<file path="src/rtl/mbx_pkg.sv">
package mbx_pkg;
  localparam int WORD_W = 32;

  localparam logic [7:0] OFS_CMD  = 8'h00;
  localparam logic [7:0] OFS_STAT = 8'h04;
  localparam logic [3:0] OB_PAGE  = 4'h8;
  localparam logic [3:0] IB_PAGE  = 4'h9;

  localparam int ST_BUSY = 0;
  localparam int ST_ERR  = 1;
  localparam int ST_FLAG = 2;

  typedef struct packed {
    logic [7:0] spare_hi;
    logic [7:0] size;
    logic [3:0] sub;
    logic [2:0] spare_lo;
    logic       ioc;
    logic [7:0] code;
  } cmd_t;

  function automatic logic [WORD_W-1:0] pack_status(
    input logic busy, input logic err, input logic flag,
    input logic [3:0] sub, input logic [7:0] init_id, input logic [7:0] ecode);
    pack_status = {8'h00, ecode, init_id, sub, 1'b0, flag, err, busy};
  endfunction

  function automatic logic [WORD_W-1:0] byte_lane(
    input logic [WORD_W-1:0] w, input logic [1:0] lane);
    byte_lane = {24'h0, w[8*lane +: 8]};
  endfunction
endpackage

</file>
<file path="src/rtl/mbx_wbuf.sv">
module mbx_wbuf #(
  parameter int WORDS = 4,
  parameter int IDX_W = $clog2(WORDS)
) (
  input  logic                        clk,
  input  logic                        rst_n,
  input  logic                        we,
  input  logic [IDX_W-1:0]            widx,
  input  logic [mbx_pkg::WORD_W-1:0]  wdata,
  input  logic [IDX_W-1:0]            ridx,
  output logic [mbx_pkg::WORD_W-1:0]  rdata
);
  logic [mbx_pkg::WORD_W-1:0] mem [WORDS];

  for (genvar g = 0; g < WORDS; g++) begin : g_word
    always_ff @(posedge clk or negedge rst_n) begin
      if (!rst_n)                            mem[g] <= '0;
      else if (we && widx == IDX_W'(g))      mem[g] <= wdata;
    end
  end

  assign rdata = mem[ridx];
endmodule

</file>
<file path="src/rtl/mbx_ctrl.sv">
module mbx_ctrl
  import mbx_pkg::*;
#(
  parameter logic [7:0] INIT_ID = 8'h5A
) (
  input  logic              clk,
  input  logic              rst_n,
  input  logic              cmd_wr,
  input  logic              stat_wr,
  input  logic [WORD_W-1:0] wdata,
  input  logic              rmt_done,
  input  logic              rmt_err,
  input  logic [7:0]        rmt_err_code,
  output logic [WORD_W-1:0] status,
  output logic [WORD_W-1:0] cmd_q,
  output logic              doorbell,
  output logic              host_irq
);
  logic       busy_q, err_q, flag_q, ioc_q;
  logic [3:0] sub_q;
  logic [7:0] ecode_q;

  cmd_t cmd_in;
  assign cmd_in = cmd_t'(wdata);

  // named internal events
  logic cmd_accept, done_accept, flag_clear;
  assign cmd_accept  = cmd_wr && !busy_q;
  assign done_accept = rmt_done && busy_q;
  assign flag_clear  = stat_wr && wdata[ST_FLAG];

  always_ff @(posedge clk or negedge rst_n) begin
    if (!rst_n) begin
      busy_q   <= 1'b0;
      err_q    <= 1'b0;
      flag_q   <= 1'b0;
      ioc_q    <= 1'b0;
      sub_q    <= '0;
      ecode_q  <= '0;
      cmd_q    <= '0;
      doorbell <= 1'b0;
      host_irq <= 1'b0;
    end else begin
      doorbell <= cmd_accept;
      host_irq <= done_accept && ioc_q;
      if (cmd_accept) begin
        cmd_q   <= wdata;
        busy_q  <= 1'b1;
        sub_q   <= cmd_in.sub;
        ioc_q   <= cmd_in.ioc;
        err_q   <= 1'b0;
        ecode_q <= '0;
      end else if (done_accept) begin
        busy_q  <= 1'b0;
        err_q   <= rmt_err;
        ecode_q <= rmt_err_code;
      end
      if (done_accept && ioc_q) flag_q <= 1'b1;
      else if (flag_clear)      flag_q <= 1'b0;
    end
  end

  assign status = pack_status(busy_q, err_q, flag_q, sub_q, INIT_ID, ecode_q);

  AST_DOORBELL_ON_ACCEPT: assert property (@(posedge clk) disable iff (!rst_n)
    doorbell |-> $past(cmd_wr) && !$past(status[ST_BUSY]));
  AST_BUSY_WITH_DOORBELL: assert property (@(posedge clk) disable iff (!rst_n)
    doorbell |-> status[ST_BUSY]);
  AST_IGNORED_CMD_STABLE: assert property (@(posedge clk) disable iff (!rst_n)
    (cmd_wr && status[ST_BUSY]) |=> $stable(cmd_q) && !doorbell);
  AST_DONE_CLEARS_BUSY: assert property (@(posedge clk) disable iff (!rst_n)
    (rmt_done && status[ST_BUSY] && !cmd_wr) |=> !status[ST_BUSY]);
  AST_IRQ_SINGLE_PULSE: assert property (@(posedge clk) disable iff (!rst_n)
    host_irq |=> !host_irq);
  AST_IRQ_SETS_FLAG: assert property (@(posedge clk) disable iff (!rst_n)
    host_irq |-> status[ST_FLAG]);
endmodule

</file>
<file path="src/rtl/mbx_doorbell.sv">
module mbx_doorbell
  import mbx_pkg::*;
#(
  parameter int         BUF_WORDS = 4,
  parameter logic [7:0] INIT_ID   = 8'h5A,
  localparam int        IDX_W     = $clog2(BUF_WORDS)
) (
  input  logic              clk,
  input  logic              rst_n,
  input  logic [7:0]        host_addr,
  input  logic              host_wr,
  input  logic              host_rd,
  input  logic [WORD_W-1:0] host_wdata,
  output logic [WORD_W-1:0] host_rdata,
  output logic              host_irq,
  output logic              rmt_doorbell,
  output logic [WORD_W-1:0] rmt_cmd,
  input  logic [IDX_W-1:0]  rmt_ob_idx,
  output logic [WORD_W-1:0] rmt_ob_data,
  input  logic              rmt_ib_we,
  input  logic [IDX_W-1:0]  rmt_ib_idx,
  input  logic [WORD_W-1:0] rmt_ib_data,
  input  logic              rmt_done,
  input  logic              rmt_err,
  input  logic [7:0]        rmt_err_code
);
  logic cmd_hit, stat_hit, ob_hit, ib_hit;
  assign cmd_hit  = host_addr == OFS_CMD;
  assign stat_hit = host_addr == OFS_STAT;
  assign ob_hit   = host_addr[7:4] == OB_PAGE;
  assign ib_hit   = host_addr[7:4] == IB_PAGE;

  logic [IDX_W-1:0] host_idx;
  assign host_idx = host_addr[IDX_W+1:2];

  logic [WORD_W-1:0] status_w, ib_word;

  mbx_ctrl #(.INIT_ID(INIT_ID)) u_ctrl (
    .clk          (clk),
    .rst_n        (rst_n),
    .cmd_wr       (host_wr && cmd_hit),
    .stat_wr      (host_wr && stat_hit),
    .wdata        (host_wdata),
    .rmt_done     (rmt_done),
    .rmt_err      (rmt_err),
    .rmt_err_code (rmt_err_code),
    .status       (status_w),
    .cmd_q        (rmt_cmd),
    .doorbell     (rmt_doorbell),
    .host_irq     (host_irq)
  );

  mbx_wbuf #(.WORDS(BUF_WORDS)) u_obuf (
    .clk   (clk),
    .rst_n (rst_n),
    .we    (host_wr && ob_hit),
    .widx  (host_idx),
    .wdata (host_wdata),
    .ridx  (rmt_ob_idx),
    .rdata (rmt_ob_data)
  );

  mbx_wbuf #(.WORDS(BUF_WORDS)) u_ibuf (
    .clk   (clk),
    .rst_n (rst_n),
    .we    (rmt_ib_we),
    .widx  (rmt_ib_idx),
    .wdata (rmt_ib_data),
    .ridx  (host_idx),
    .rdata (ib_word)
  );

  always_comb begin
    host_rdata = '0;
    if (host_rd) begin
      if (stat_hit)                          host_rdata = status_w;
      else if (ib_hit && host_addr[1:0] == 2'b00) host_rdata = ib_word;
      else if (ib_hit)                       host_rdata = byte_lane(ib_word, host_addr[1:0]);
    end
  end

  AST_READ_IDLE_ZERO: assert property (@(posedge clk) disable iff (!rst_n)
    !host_rd |-> host_rdata == '0);
endmodule

</file>
<file path="config.mk">
export PLATFORM = sky130hd
export DESIGN_NAME = mbx_doorbell
export DESIGN_NICKNAME = d
export VERILOG_FILES = /design/src/rtl/mbx_pkg.sv /design/src/rtl/mbx_wbuf.sv /design/src/rtl/mbx_ctrl.sv /design/src/rtl/mbx_doorbell.sv
export SDC_FILE = /design/constraint.sdc
export NUM_CORES = 1
export LEC_CHECK = 0
export BUFFER_PORTS_ARGS = -buffer_cell sky130_fd_sc_hd__buf_2
export CORE_ASPECT_RATIO = 0.9
export CORE_UTILIZATION = 60
export CTS_BUF_LIST = sky130_fd_sc_hd__clkbuf_4 sky130_fd_sc_hd__clkbuf_8 sky130_fd_sc_hd__clkbuf_16
export DETAILED_ROUTE_END_ITERATION = 8
export GPL_ROUTABILITY_DRIVEN = 0
export HOLD_SLACK_MARGIN = 0.15
export PLACE_DENSITY = 0.83
export SLEW_MARGIN = 15
export SYNTH_ARGS = -nofsm -noshare
export SYNTH_HDL_FRONTEND = slang
export SYNTH_SLANG_ARGS = --single-unit
</file>
<file path="constraint.sdc">
create_clock -name clk -period 3.47 [get_ports clk]
set_input_delay 0.1735 -clock clk [delete_from_list [all_inputs] [get_ports clk]]
set_output_delay 0.1735 -clock clk [all_outputs]
set_load 0.05 [all_outputs]
</file>
==> qor.csv <==
stage;metric;value;unit
run_status;outcome;complete, no violations;
pwr;p_total;8.93;mW
timing;setup_violations;0;
setup_path;path_class;input port to output pin;
layout;final_cells;1386;
synth;syn_avg_cell_area;16.2;um2
setup_path;crit_path_max_fanout;19;
layout;fillers;1307;
layout;final_common_cell;dfrtp_1;
timing;post-route-period-util;0.730;
drt;drt_iter0_drc;545;
clocking;htreeDepth;1;
synth;syn-num-nets;910;
layout;final_cell_mix;dfrtp_1 (301), mux2_2 (273), buf_2 (187);
pwr;pwr_density_cell;552;nW/um2
synth;synth_cells;819;
setup_path;path_delay_family;simple AND/OR/NAND/NOR gates;
floorplanning;initial_core_util;0.612;
placed_design;portBuffers;188;
layout;drive_gt1_frac;0.546;
drt;first_pass_iters;5;
timing;worst-slew-pin-transition;0.875;ns
setup_path;worstSetupStartpointType;input port;
timing;finClkSkew;0.00972;ns
global_route;grt_pass1_vias;8931;
clocking;insertion_delay;0.54;ns
floorplanning;die_area;22700;um2
floorplanning;die_w;159;um
clocking;clockBufferDepth;3;
clocking;cts_made_buffers;29;
clocking;cts_sinks;301;
drt;remaining_drc_errors;0;
clocking;cts_root_buf;clkbuf_16;
global_route;antenna_found_initial;1;
synth;ys_seq_area_frac;0.567;
layout;fin_nets;1170;
clocking;cts_setup_buffers;0;
timing;hold_viol;0;
layout;syn_to_final_growth;21.7;%
timing;max_slew_margin;0.417;
pwr;power.leakage;7.74;nW
timing;grt_setup_unrepaired;no;
drt;viasPerCell;6.02;
clocking;hold_buffers;76;
timing;tns;0;ns
synth;ys_types;36;
synth;yosys-top-cells-area;dfrtp_1 (57%), mux2_2 (23%), mux4_2 (9.8%), mux2_1 (1.3%), mux4_1 (1.2%);
global_route;grt_max_degree;91;
timing;fmax;395;MHz
synth;synth_top_area_frac;0.567;
drt;ant_nets;0;
clocking;path_clk_slew;0.06;ns
global_route;grt.total_usage;0.277;
timing;fin_crit;2.53;ns
setup_path;arrival;2.36;ns
synth;ys_ff_latch;301;
setup_path;cp_common_cell;buf_2;
setup_path;path_cells;buf_2 -> nor2b_1 -> and4_1 -> a222oi_1 -> o21ai_1 -> buf_2;
floorplanning;rows;51;
clocking;cts_tree;done;
placed_design;placed_cells;1263;
drt;wl;30.3;mm
worst_hold_path;hold_class;input port to flop;
clocking;postCtsResizedCells;0;
floorplanning;ios;189;
timing;drv_slew;0;
setup_path;cp.required;3.30;ns
setup_path;crit_slowest_cell;and4_1;
global_route;grt_pass1_wl;49.0;mm
pwr;ir_drop;0.484;mV
timing;hold-worst-slack;0.171;ns
drt;avgRoutedWirePerCell;21.8;um
drt;vias;8349;
synth;ys_warn_count;0;
setup_path;max_stage_delay;0.63;ns
global_route;overflow;0;
floorplanning;core-area;21700;um2
placed_design;dpl.hpwl;19.3;mm
setup_path;path_buf_inv;2;
flow_run;maxCapViolations;0;
setup_path;end_kind;output pin;
synth;syn_area;13300;um2
synth;yosysTopAreaCell;dfrtp_1;
floorplanning;chipHeight;143;um
-- tightest hold or removal path, stage by stage --
cell,delay (ns)
buf_2,0.09
nor3_2,0.06
and3_1,0.16
nand3_1,0.08
a21o_1,0.11
-- where the power goes --
part | total (mW) | internal, mW | switching, mW
clock | 3.08 | 1.82 | 1.26
sequential | 4.29 | 4.02 | 0.268
combinational | 1.56 | 0.776 | 0.780
-- path summary, 6_finish.rpt --
| check | startpoint | endpoint | slack, ns | cells past startpoint |
|---|---|---|---|---|
| hold / removal | host_addr[5] | u_ctrl.flag_q | 0.17 | 5 |
| setup reg to reg | u_ctrl.busy_q | u_ctrl.cmd_q[1] | 1.87 | 4 |
| setup / recovery | host_addr[2] | host_rdata[4] | 0.94 | 6 |
| max in group asynchronous | rst_n | u_ibuf.mem[100] | 2.21 | 3 |
| hold reg to reg | u_obuf.mem[46] | u_obuf.mem[46] | 0.49 | 1 |
| min in group asynchronous | rst_n | u_ctrl.cmd_q[6] | 0.21 | 2 |
-- cell usage after synthesis --
library cell	number
a211o_1	1
a21o_1	5
a222oi_1	7
a22o_1	8
and2_1	14
and3_1	3
and4_1	1
buf_1	7
buf_2	23
buf_4	9
buf_6	5
clkbuf_1	12
dfrtp_1	301
inv_1	3
inv_2	1
mux2_1	15
mux2_2	273
mux2i_1	8
mux4_1	6
mux4_2	58
nand2_1	21
nand3_1	3
nand3_2	1
nand3b_1	2
nand4_1	1
nand4bb_1	1
nor2_1	1
nor2b_1	1
nor3_1	1
nor3_2	4
nor3b_1	1
nor3b_4	1
nor4_2	2
o21ai_0	17
o21ai_1	1
or2_1	1
-- metrics by stage --
stage          setup slack [ns]  utilization  area, um2
6_report                  0.937        0.745      16200
5_1_grt                   0.749        0.745      16200
4_1_cts                   0.943        0.745      16200
3_5_place_dp              0.961        0.668      14500
3_3_place_gp               1.01        0.668      14500
2_1_floorplan              1.18            -      13300
-- cells by family (layout without fill, tap and decap cells) --
family                 Yosys count  after routing  share of synthesized area
multiplexers                   360            360                      0.360
flip-flops                     301            301                      0.567
buffers and inverters           60            335                     0.0245
AO/OA/AOI/OAI                   39             39                     0.0208
AND/OR/NAND/NOR                 59             59                     0.0274
other                            0              1                          0
-- layer usage --
metal	up-vias	track usage	part of all wire
met1	4436	0.388	0.43
met5	-	0	0
met4	0	0.0805	0.026
met3	55	0.0343	0.049
met2	276	0.464	0.50
li1	3582	-	-
-- state kept, by name, summed over array words and instances, names as in the netlist --
| signal | flops |
|---|---|
| u_ctrl.sub_q | 3 |
| u_ctrl.doorbell | 1 |
| u_ctrl.ecode_q | 8 |
| u_ibuf.mem | 128 |
| u_ctrl.flag_q | 1 |
| u_ctrl.busy_q | 1 |
| u_ctrl.err_q | 1 |
| u_ctrl.host_irq | 1 |
| u_ctrl.cmd_q | 29 |
| u_obuf.mem | 128 |
-- cell type report --
type | count | area [um2] | share of cell area
Tap cell | 291 | 364 | 0.0225
Sequential cell | 301 | 7530 | 0.466
Multi-Input combinational cell | 458 | 5440 | 0.337
Inverter | 4 | 15.0 | 0.000928
Timing Repair Buffer | 285 | 1890 | 0.117
Clock inverter | 5 | 78.8 | 0.00487
Antenna cell | 1 | 2.50 | 0.000155
Clock buffer | 41 | 841 | 0.0520
(Power assumes the default switching activity.)
